===== src/rtl/mcm_pkg.sv =====
package mcm_pkg;
    localparam int REG_W   = 8;
    localparam int ADDR_W  = 16;
    localparam int N_MASK  = 4;
    localparam int SEL_W   = $clog2(N_MASK);
    localparam int NT_W    = 3;
    localparam int MIR_W   = 2;

    // control byte field positions
    localparam int CTL_CONFLICT = 7;
    localparam int CTL_FIXED    = 6;
    localparam int CTL_LOWWIN   = 5;
    localparam int CTL_NT_LO    = 2;
    localparam int CTL_MIR_LO   = 0;

    typedef enum logic [SEL_W-1:0] {
        MSK_PRG_AND = 2'd0,
        MSK_PRG_XOR = 2'd1,
        MSK_CHR_AND = 2'd2,
        MSK_CHR_XOR = 2'd3
    } mask_sel_e;

    typedef struct packed {
        logic [N_MASK-1:0][REG_W-1:0] mask;
        logic [REG_W-1:0]             ctrl;
        logic [REG_W-1:0]             user;
    } regs_t;
endpackage


===== src/rtl/mcm_addr_decode.sv =====
module mcm_addr_decode
    import mcm_pkg::*;
#(
    parameter bit HAS_PRG_RAM = 1'b1
) (
    input  logic              we,
    input  logic [3:0]        page,
    input  logic [SEL_W:0]    low_bits,
    input  logic              low_win_en,
    output logic [N_MASK-1:0] mask_wr,
    output logic              ctrl_wr,
    output logic              user_wr,
    output logic              high_zone,
    output logic              ram_wr
);
    logic sup_zone;
    logic low_zone;

    assign sup_zone  = (page == 4'h5);
    assign low_zone  = (page[3:1] == 3'b011);
    assign high_zone = page[3];

    for (genvar g = 0; g < N_MASK; g++) begin : g_mask_sel
        assign mask_wr[g] = we & sup_zone & (low_bits[SEL_W-1:0] == SEL_W'(g));
    end

    assign ctrl_wr = we & sup_zone & low_bits[SEL_W];
    assign user_wr = we & (high_zone | (low_zone & low_win_en));

    if (HAS_PRG_RAM) begin : g_ram
        assign ram_wr = we & low_zone;
    end else begin : g_no_ram
        assign ram_wr = 1'b0;
    end
endmodule


===== src/rtl/mcm_bus_conflict.sv =====
module mcm_bus_conflict #(
    parameter int W = 8
) (
    input  logic [W-1:0] cpu_data,
    input  logic [W-1:0] rom_data,
    input  logic         apply,
    output logic [W-1:0] eff_data
);
    always_comb begin
        eff_data = cpu_data;
        if (apply) begin
            eff_data = cpu_data & rom_data;
        end
    end
endmodule


===== src/rtl/mcm_mapper_regs.sv =====
module mcm_mapper_regs
    import mcm_pkg::*;
#(
    parameter bit HAS_PRG_RAM = 1'b1
) (
    input  logic              clk,
    input  logic              rst_n,
    input  logic [ADDR_W-1:0] cpu_addr,
    input  logic [REG_W-1:0]  cpu_wdata,
    input  logic              cpu_we,
    input  logic [REG_W-1:0]  rom_rdata,
    output logic [REG_W-1:0]  prg_and_mask,
    output logic [REG_W-1:0]  prg_xor_mask,
    output logic [REG_W-1:0]  chr_and_mask,
    output logic [REG_W-1:0]  chr_xor_mask,
    output logic [REG_W-1:0]  user_bank,
    output logic              conflict_en,
    output logic              fixed_bank_en,
    output logic              user_low_win,
    output logic [NT_W-1:0]   nt_ram_en,
    output logic [MIR_W-1:0]  mirror_sel,
    output logic              prg_ram_we
);
    regs_t regs_d;
    regs_t regs_q;

    logic [N_MASK-1:0] mask_wr;
    logic              ctrl_wr;
    logic              user_wr;
    logic              high_zone;
    logic [REG_W-1:0]  user_data;
    logic              unused_addr_mid;

    assign unused_addr_mid = ^cpu_addr[ADDR_W-5:SEL_W+1];

    mcm_addr_decode #(.HAS_PRG_RAM(HAS_PRG_RAM)) u_dec (
        .we         (cpu_we),
        .page       (cpu_addr[ADDR_W-1:ADDR_W-4]),
        .low_bits   (cpu_addr[SEL_W:0]),
        .low_win_en (regs_q.ctrl[CTL_LOWWIN]),
        .mask_wr    (mask_wr),
        .ctrl_wr    (ctrl_wr),
        .user_wr    (user_wr),
        .high_zone  (high_zone),
        .ram_wr     (prg_ram_we)
    );

    mcm_bus_conflict #(.W(REG_W)) u_conf (
        .cpu_data (cpu_wdata),
        .rom_data (rom_rdata),
        .apply    (high_zone & regs_q.ctrl[CTL_CONFLICT]),
        .eff_data (user_data)
    );

    always_comb begin
        regs_d = regs_q;
        for (int i = 0; i < N_MASK; i++) begin
            if (mask_wr[i]) begin
                regs_d.mask[i] = cpu_wdata;
            end
        end
        if (ctrl_wr) begin
            regs_d.ctrl = cpu_wdata;
        end
        if (user_wr) begin
            regs_d.user = user_data;
        end
    end

    always_ff @(posedge clk or negedge rst_n) begin
        if (!rst_n) begin
            regs_q <= '0;
        end else begin
            regs_q <= regs_d;
        end
    end

    assign prg_and_mask  = regs_q.mask[MSK_PRG_AND];
    assign prg_xor_mask  = regs_q.mask[MSK_PRG_XOR];
    assign chr_and_mask  = regs_q.mask[MSK_CHR_AND];
    assign chr_xor_mask  = regs_q.mask[MSK_CHR_XOR];
    assign user_bank     = regs_q.user;
    assign conflict_en   = regs_q.ctrl[CTL_CONFLICT];
    assign fixed_bank_en = regs_q.ctrl[CTL_FIXED];
    assign user_low_win  = regs_q.ctrl[CTL_LOWWIN];
    assign nt_ram_en     = regs_q.ctrl[CTL_NT_LO +: NT_W];
    assign mirror_sel    = regs_q.ctrl[CTL_MIR_LO +: MIR_W];
endmodule


===== config.mk =====
export PLATFORM = sky130hd
export DESIGN_NAME = mcm_mapper_regs
export DESIGN_NICKNAME = d
export VERILOG_FILES = /design/src/rtl/mcm_pkg.sv /design/src/rtl/mcm_addr_decode.sv /design/src/rtl/mcm_bus_conflict.sv /design/src/rtl/mcm_mapper_regs.sv
export SDC_FILE = /design/constraint.sdc
export NUM_CORES = 1
export LEC_CHECK = 0
export ABC_CLOCK_PERIOD_IN_PS = 1500
export CELL_PAD_IN_SITES_DETAIL_PLACEMENT = 1
export CELL_PAD_IN_SITES_GLOBAL_PLACEMENT = 2
export CORE_AREA = 8 8 96 98
export DETAILED_ROUTE_END_ITERATION = 10
export DIE_AREA = 0 0 104 106
export PLACE_DENSITY_LB_ADDON = 0.12
export SLEW_MARGIN = 20
export SYNTH_ARGS = -nofsm -noshare
export SYNTH_HDL_FRONTEND = slang
export SYNTH_SLANG_ARGS = --single-unit
export TNS_END_PERCENT = 100

===== constraint.sdc =====
create_clock -name clk -period 1.5 [get_ports clk]
set_clock_uncertainty 0.2 [all_clocks]
set_input_delay 0.3 -clock clk [delete_from_list [all_inputs] [get_ports clk]]
set_output_delay 0.3 -clock clk [all_outputs]
set_load 0.05 [all_outputs]

== After elaboration in Yosys (flattened, before gate mapping) ==
Index checks and enable logic that the tools add are counted.

* Register bits after elaboration: 48
* Input port bits: 35
* Output and inout port bits: 49
* Word-level logic and storage cells: 25

* Equal/unequal tests: 5
* Muxes and demuxes: 1
* Bitwise operators: 12
* Reductions and logical operators: 1

{| class="wikitable"
|+ Operator list
! kind !! count
|-
| 1-bit AND || 10
|-
| 8-bit AND || 1
|-
| 8-bit 2-to-1 mux || 1
|-
| 2-bit equality test (second input constant) || 2
|-
| 4-bit by 3-bit equality test with 1-bit output (second input constant) || 1
|-
| 3-bit by 2-bit equality test with 1-bit output (second input constant) || 1
|-
| 2-bit by 1-bit equality test with 1-bit output (second input constant) || 1
|-
| 2-bit zero test || 1
|-
| 1-bit bitwise OR || 1
|}

== Depth between registers and ports, before layout ==
* Word-level depth: 4
* Mapped depth: 5

== Hierarchy ==
A second synthesis with hierarchy kept.

* Cell total of the unflattened synthesis: 134
* Area total of the unflattened synthesis: 2188.3 sq um

{| class="wikitable"
|+ By module, submodules not included
! module !! times used !! cells an instance !! area each (sq um)
|-
| mcm_mapper_regs || 1 || 103 || 1995.7
|-
| mcm_addr_decode || 1 || 15 || 102.6
|-
| mcm_bus_conflict || 1 || 16 || 90.1
|}

== Least setup slack after synthesis ==
Ideal clock, no wire load.

* Kind: register to register
* Start: reg regs_q (netlist bit user_low_win)
* End: reg regs_q (netlist bit user_bank[0])
* Setup time: 0.079 ns
* Arrival: 1.431 ns
* Data required time: 1.221 ns
* Slack: -0.211 ns
* Cell stages (with the launch flop): 4
* Buffers on the path: 0
* Clock period less this slack: 1.711 ns
* Cells stage by stage: dfrtp_1 -> and3_2 -> o21ai_2 -> mux2i_1

* Word-level cells in the longest chain between the ends: 3

{| class="wikitable"
|+ RTL lines
! element !! RTL line !! source
|-
| from (decl) || mcm_mapper_regs.sv:25 || <nowiki>regs_t regs_q;</nowiki>
|-
| from (signal assigned) || mcm_mapper_regs.sv:74 || <nowiki>regs_q <= regs_d;</nowiki>
|-
| 1-bit AND || mcm_addr_decode.sv:28 || <nowiki>assign user_wr = we & (high_zone | (low_zone & low_win_en));</nowiki>
|-
| 1-bit bitwise OR || mcm_addr_decode.sv:28 ||
|-
| 1-bit AND || mcm_addr_decode.sv:28 ||
|}

No other way between the ends.
A chain may end at the register's enable or synchronous reset.

== Final worst setup path ==
* Start: in cpu_addr[14]
* End: out prg_ram_we

* Word-level cells in the longest chain between the ends: 2

{| class="wikitable"
|+ RTL lines
! element !! RTL line !! source
|-
| from (decl) || mcm_mapper_regs.sv:8 || <nowiki>input logic [ADDR_W-1:0] cpu_addr,</nowiki>
|-
| 3-bit by 2-bit equality test with 1-bit output || mcm_addr_decode.sv:20 || <nowiki>assign low_zone = (page[3:1] == 3'b011);</nowiki>
|-
| 1-bit AND || mcm_addr_decode.sv:31 || <nowiki>assign ram_wr = we & low_zone;</nowiki>
|-
| to (decl) || mcm_mapper_regs.sv:22 || <nowiki>output logic prg_ram_we</nowiki>
|}

No other way between the ends.

==> out/metrics.yaml <==
floorplan:
  ioPinCount: 84
  core_area_mm2: 0.00785
  die_w_um: 104
  dieArea_mm2: 0.0110
  start_util_pct: 25.6
  die_h_um: 106
  fp-row-count: 33
placed_design:
  dp_hpwl_um: 4700
  place_ws_ns: -0.681
  numPortBuffers: 74
  finalWeightedCongestion: 0.717
logic_synthesis:
  netlist_instances: 128
  ys_async_sr_fraction_pct: 100
  ys_types: 18
  yosysTopAreaCellShare_pct: 59.8
  avgSynthCellArea_um2: 15.7
  ys_seq_area_share_pct: 59.8
  synth_edf_count: 0
  syn_area_mm2: 0.00201
  synth_nets: 163
  yosysMostFrequentCell: "dfrtp_1"
  ys_warn_count: 0
  synth-seq-cells: 48
  yosys.area.top_type: "dfrtp_1"
  synth_area_leaders: "dfrtp_1, mux2_2, mux2_4, mux2i_1, o21ai_0"
  synth_common_cells: "dfrtp_1, mux2_2, mux2_4"
  synth_ff_type: "dfrtp_1"
worst_setup_path:
  crit_chain: "buf_2 > nor2b_4 > buf_6 > and3_4 > buf_12"
  worstPathRequired_ns: 1.00
  r2r_start: "user_low_win"
  regToRegSetupSlack_ns: 0.08
  worst_r2r_endpoint: "user_bank[3]"
  cp-start-kind: "primary input"
  critPathBufInv: 3
  crit_fanout: 2
  endpoint_kind: "output pin"
  crit_arrival_ns: 0.99
  reg2reg_depth: 4
  slowest_delay_ns: 0.19
  critPathSlowestCell: "and3_4"
  critical_path_class: "primary input to output pin"
  cp_top_family: "buffers and inverters"
pwr:
  max-vdd-ir-drop_mv: 0.459
  leakage_nw: 1.72
  powerDensity_mw_per_mm2: 1270
  pwr-share-seq_pct: 37.1
  switching_share_pct: 35.5
  pwr-share-clk_pct: 21.0
  combPwrFrac_pct: 41.8
  finalPower_w: 0.00461
  p_switching_w: 0.00164
  internal_power_w: 0.00297
final_layout:
  drive_above_1_share_pct: 56.6
  num_antenna_cells: 0
  fillers: 777
  fin_nets: 253
  areaGrowthSynthToFinish_pct: 80.3
  fin_util_pct: 46.2
route:
  wl_per_cell_um: 18.6
  ant_nets: 0
  initialDrtViolationCount: 12
  drc: 0
  vias_per_cell: 4.26
  dr.pass1.iters: 2
  num_vias: 1380
  drt_wl_total_um: 6030
clock_tree:
  cts_buffer_depth: 2
  cts_tree: "built"
  clkLatencyLatePin_ns: 0.30
  cts_sinks: 48
  clk_pin_slew_ns: 0.10
  numCtsBuffers: 5
  cts-root-buf: "clkbuf_8"
  cts_htree_levels: 2
timing:
  setup_violations: 0
  post-route-period-util_pct: 99.2
  fin_ws_ns: 0.0123
  clock.fmax_ghz: 0.672
  min_period_ns: 1.49
  final_max_slew_viol_count: 0
  worst-slew-pin-transition_ns: 0.379
  rsz0062_at_grt: "false"
  hold_violations: 0
  maxSlewHeadroom_pct: 74.8
grt:
  grt_overflow_total: 0
  antenna_found_initial: 0
  grt_max_degree: 30
  grt.total_usage_pct: 11.4
  grt_pass1_wl_um: 9950
  grt_pass1_vias: 1672
job:
  drv_cap: 0
hold_path:
  hp-class: "primary input to async pin"
status:
  outcome: "finished clean"
worst max-delay path by stage:
| stage | from | to | slack (ns) | cells after the start |
|---|---|---|---|---|
| finish | cpu_addr[14] | prg_ram_we | 0.01 | 5 |
| global route | cpu_addr[14] | prg_ram_we | 0.003 | 5 |
| CTS | cpu_we | prg_ram_we | 0.003 | 4 |
| detailed placement | cpu_addr[14] | prg_and_mask[6] | -0.68 | 6 |
| global placement | cpu_we | chr_xor_mask[0] | -0.61 | 4 |
| floorplan | cpu_addr[13] | chr_xor_mask[0] | -0.06 | 5 |
power groups by stage:
stage	registers (W)	clock network (W)	logic, W
finish	0.00171	0.000970	0.00193
global route	0.00174	0.00106	0.00201
CTS	0.00172	0.00101	0.00195
detailed placement	0.00174	0	0.00193
global placement	0.00173	0	0.00191
floorplan	0.00228	0	0.000249
area by class of cell:
class | count | area, um^2 | area share [%]
Sequential cell | 48 | 1200 | 33.2
Tap cell | 105 | 131 | 3.63
Multi-Input combinational cell | 68 | 795 | 21.9
Clock inverter | 3 | 46.3 | 1.28
Inverter | 8 | 30.0 | 0.829
Clock buffer | 5 | 68.8 | 1.90
Timing Repair Buffer | 87 | 1350 | 37.2
cells in the final DEF, fill, tap and decap left out, drive strengths merged:
master	instances
and3	3
and3b	1
and4	1
buf	64
bufinv	1
clkbuf	5
clkdlybuf4s15	2
clkdlybuf4s50	17
clkinvlp	1
dfrtp	48
dlygate4sd2	3
dlygate4sd3	1
inv	9
mux2	40
mux2i	8
nand2	1
nand3	1
nand4b	2
nor2	1
nor2b	1
o21ai	9
timing repair:
action	in CTS	in global routing
hold buffers	1	0
endpoints found under the setup margin	41	20
resized for setup	24	3
pin swaps	3	4
buffers inserted	4	0
endpoints found under the hold margin	48	0
kinds of logic (layout without fill, tap and decap cells):
group | count (synthesis) | after routing | share of synthesized area [%]
and+or+nand+nor | 11 | 11 | 4.98
DFF | 48 | 48 | 59.8
muxes | 48 | 48 | 29.4
AOI/OAI and AO/OA | 9 | 9 | 2.43
buffers and inverters | 12 | 103 | 3.42
layer usage:
| metal | GRT usage (%) | vias to the layer above | part of all wire [%] |
|---|---|---|---|
| li1 | - | 622 | - |
| met1 | 13.4 | 716 | 41 |
| met2 | 19.8 | 37 | 53 |
| met3 | 4.23 | 5 | 5.6 |
| met4 | 2.17 | 0 | 0.55 |
| met5 | 0 | - | 0 |
flip-flops by register name, summed over array words and instances, names as in the netlist:
register,count
chr_xor_mask,8
prg_xor_mask,8
user_bank,8
fixed_bank_en,1
user_low_win,1
conflict_en,1
chr_and_mask,8
mirror_sel,2
prg_and_mask,8
nt_ram_en,3
metrics by stage:
step                TNS [ns]  hold slack (ns)  instance area (um^2)  cells
CTS                        0            0.317                  3610    324
finish                     0            0.313                  3620    324
detailed placement    -28.66            0.102                  3410    311
global placement      -25.38           0.0942                  3410    311
floorplan             -0.720           -0.196                  2030    128
global route               0            0.329                  3620    324
worst min-delay path, delay by kind of cell:
family                 cells  cell delay, ns
buffers and inverters      3            0.90
No activity file was read; power rests on OpenSTA's default activity.
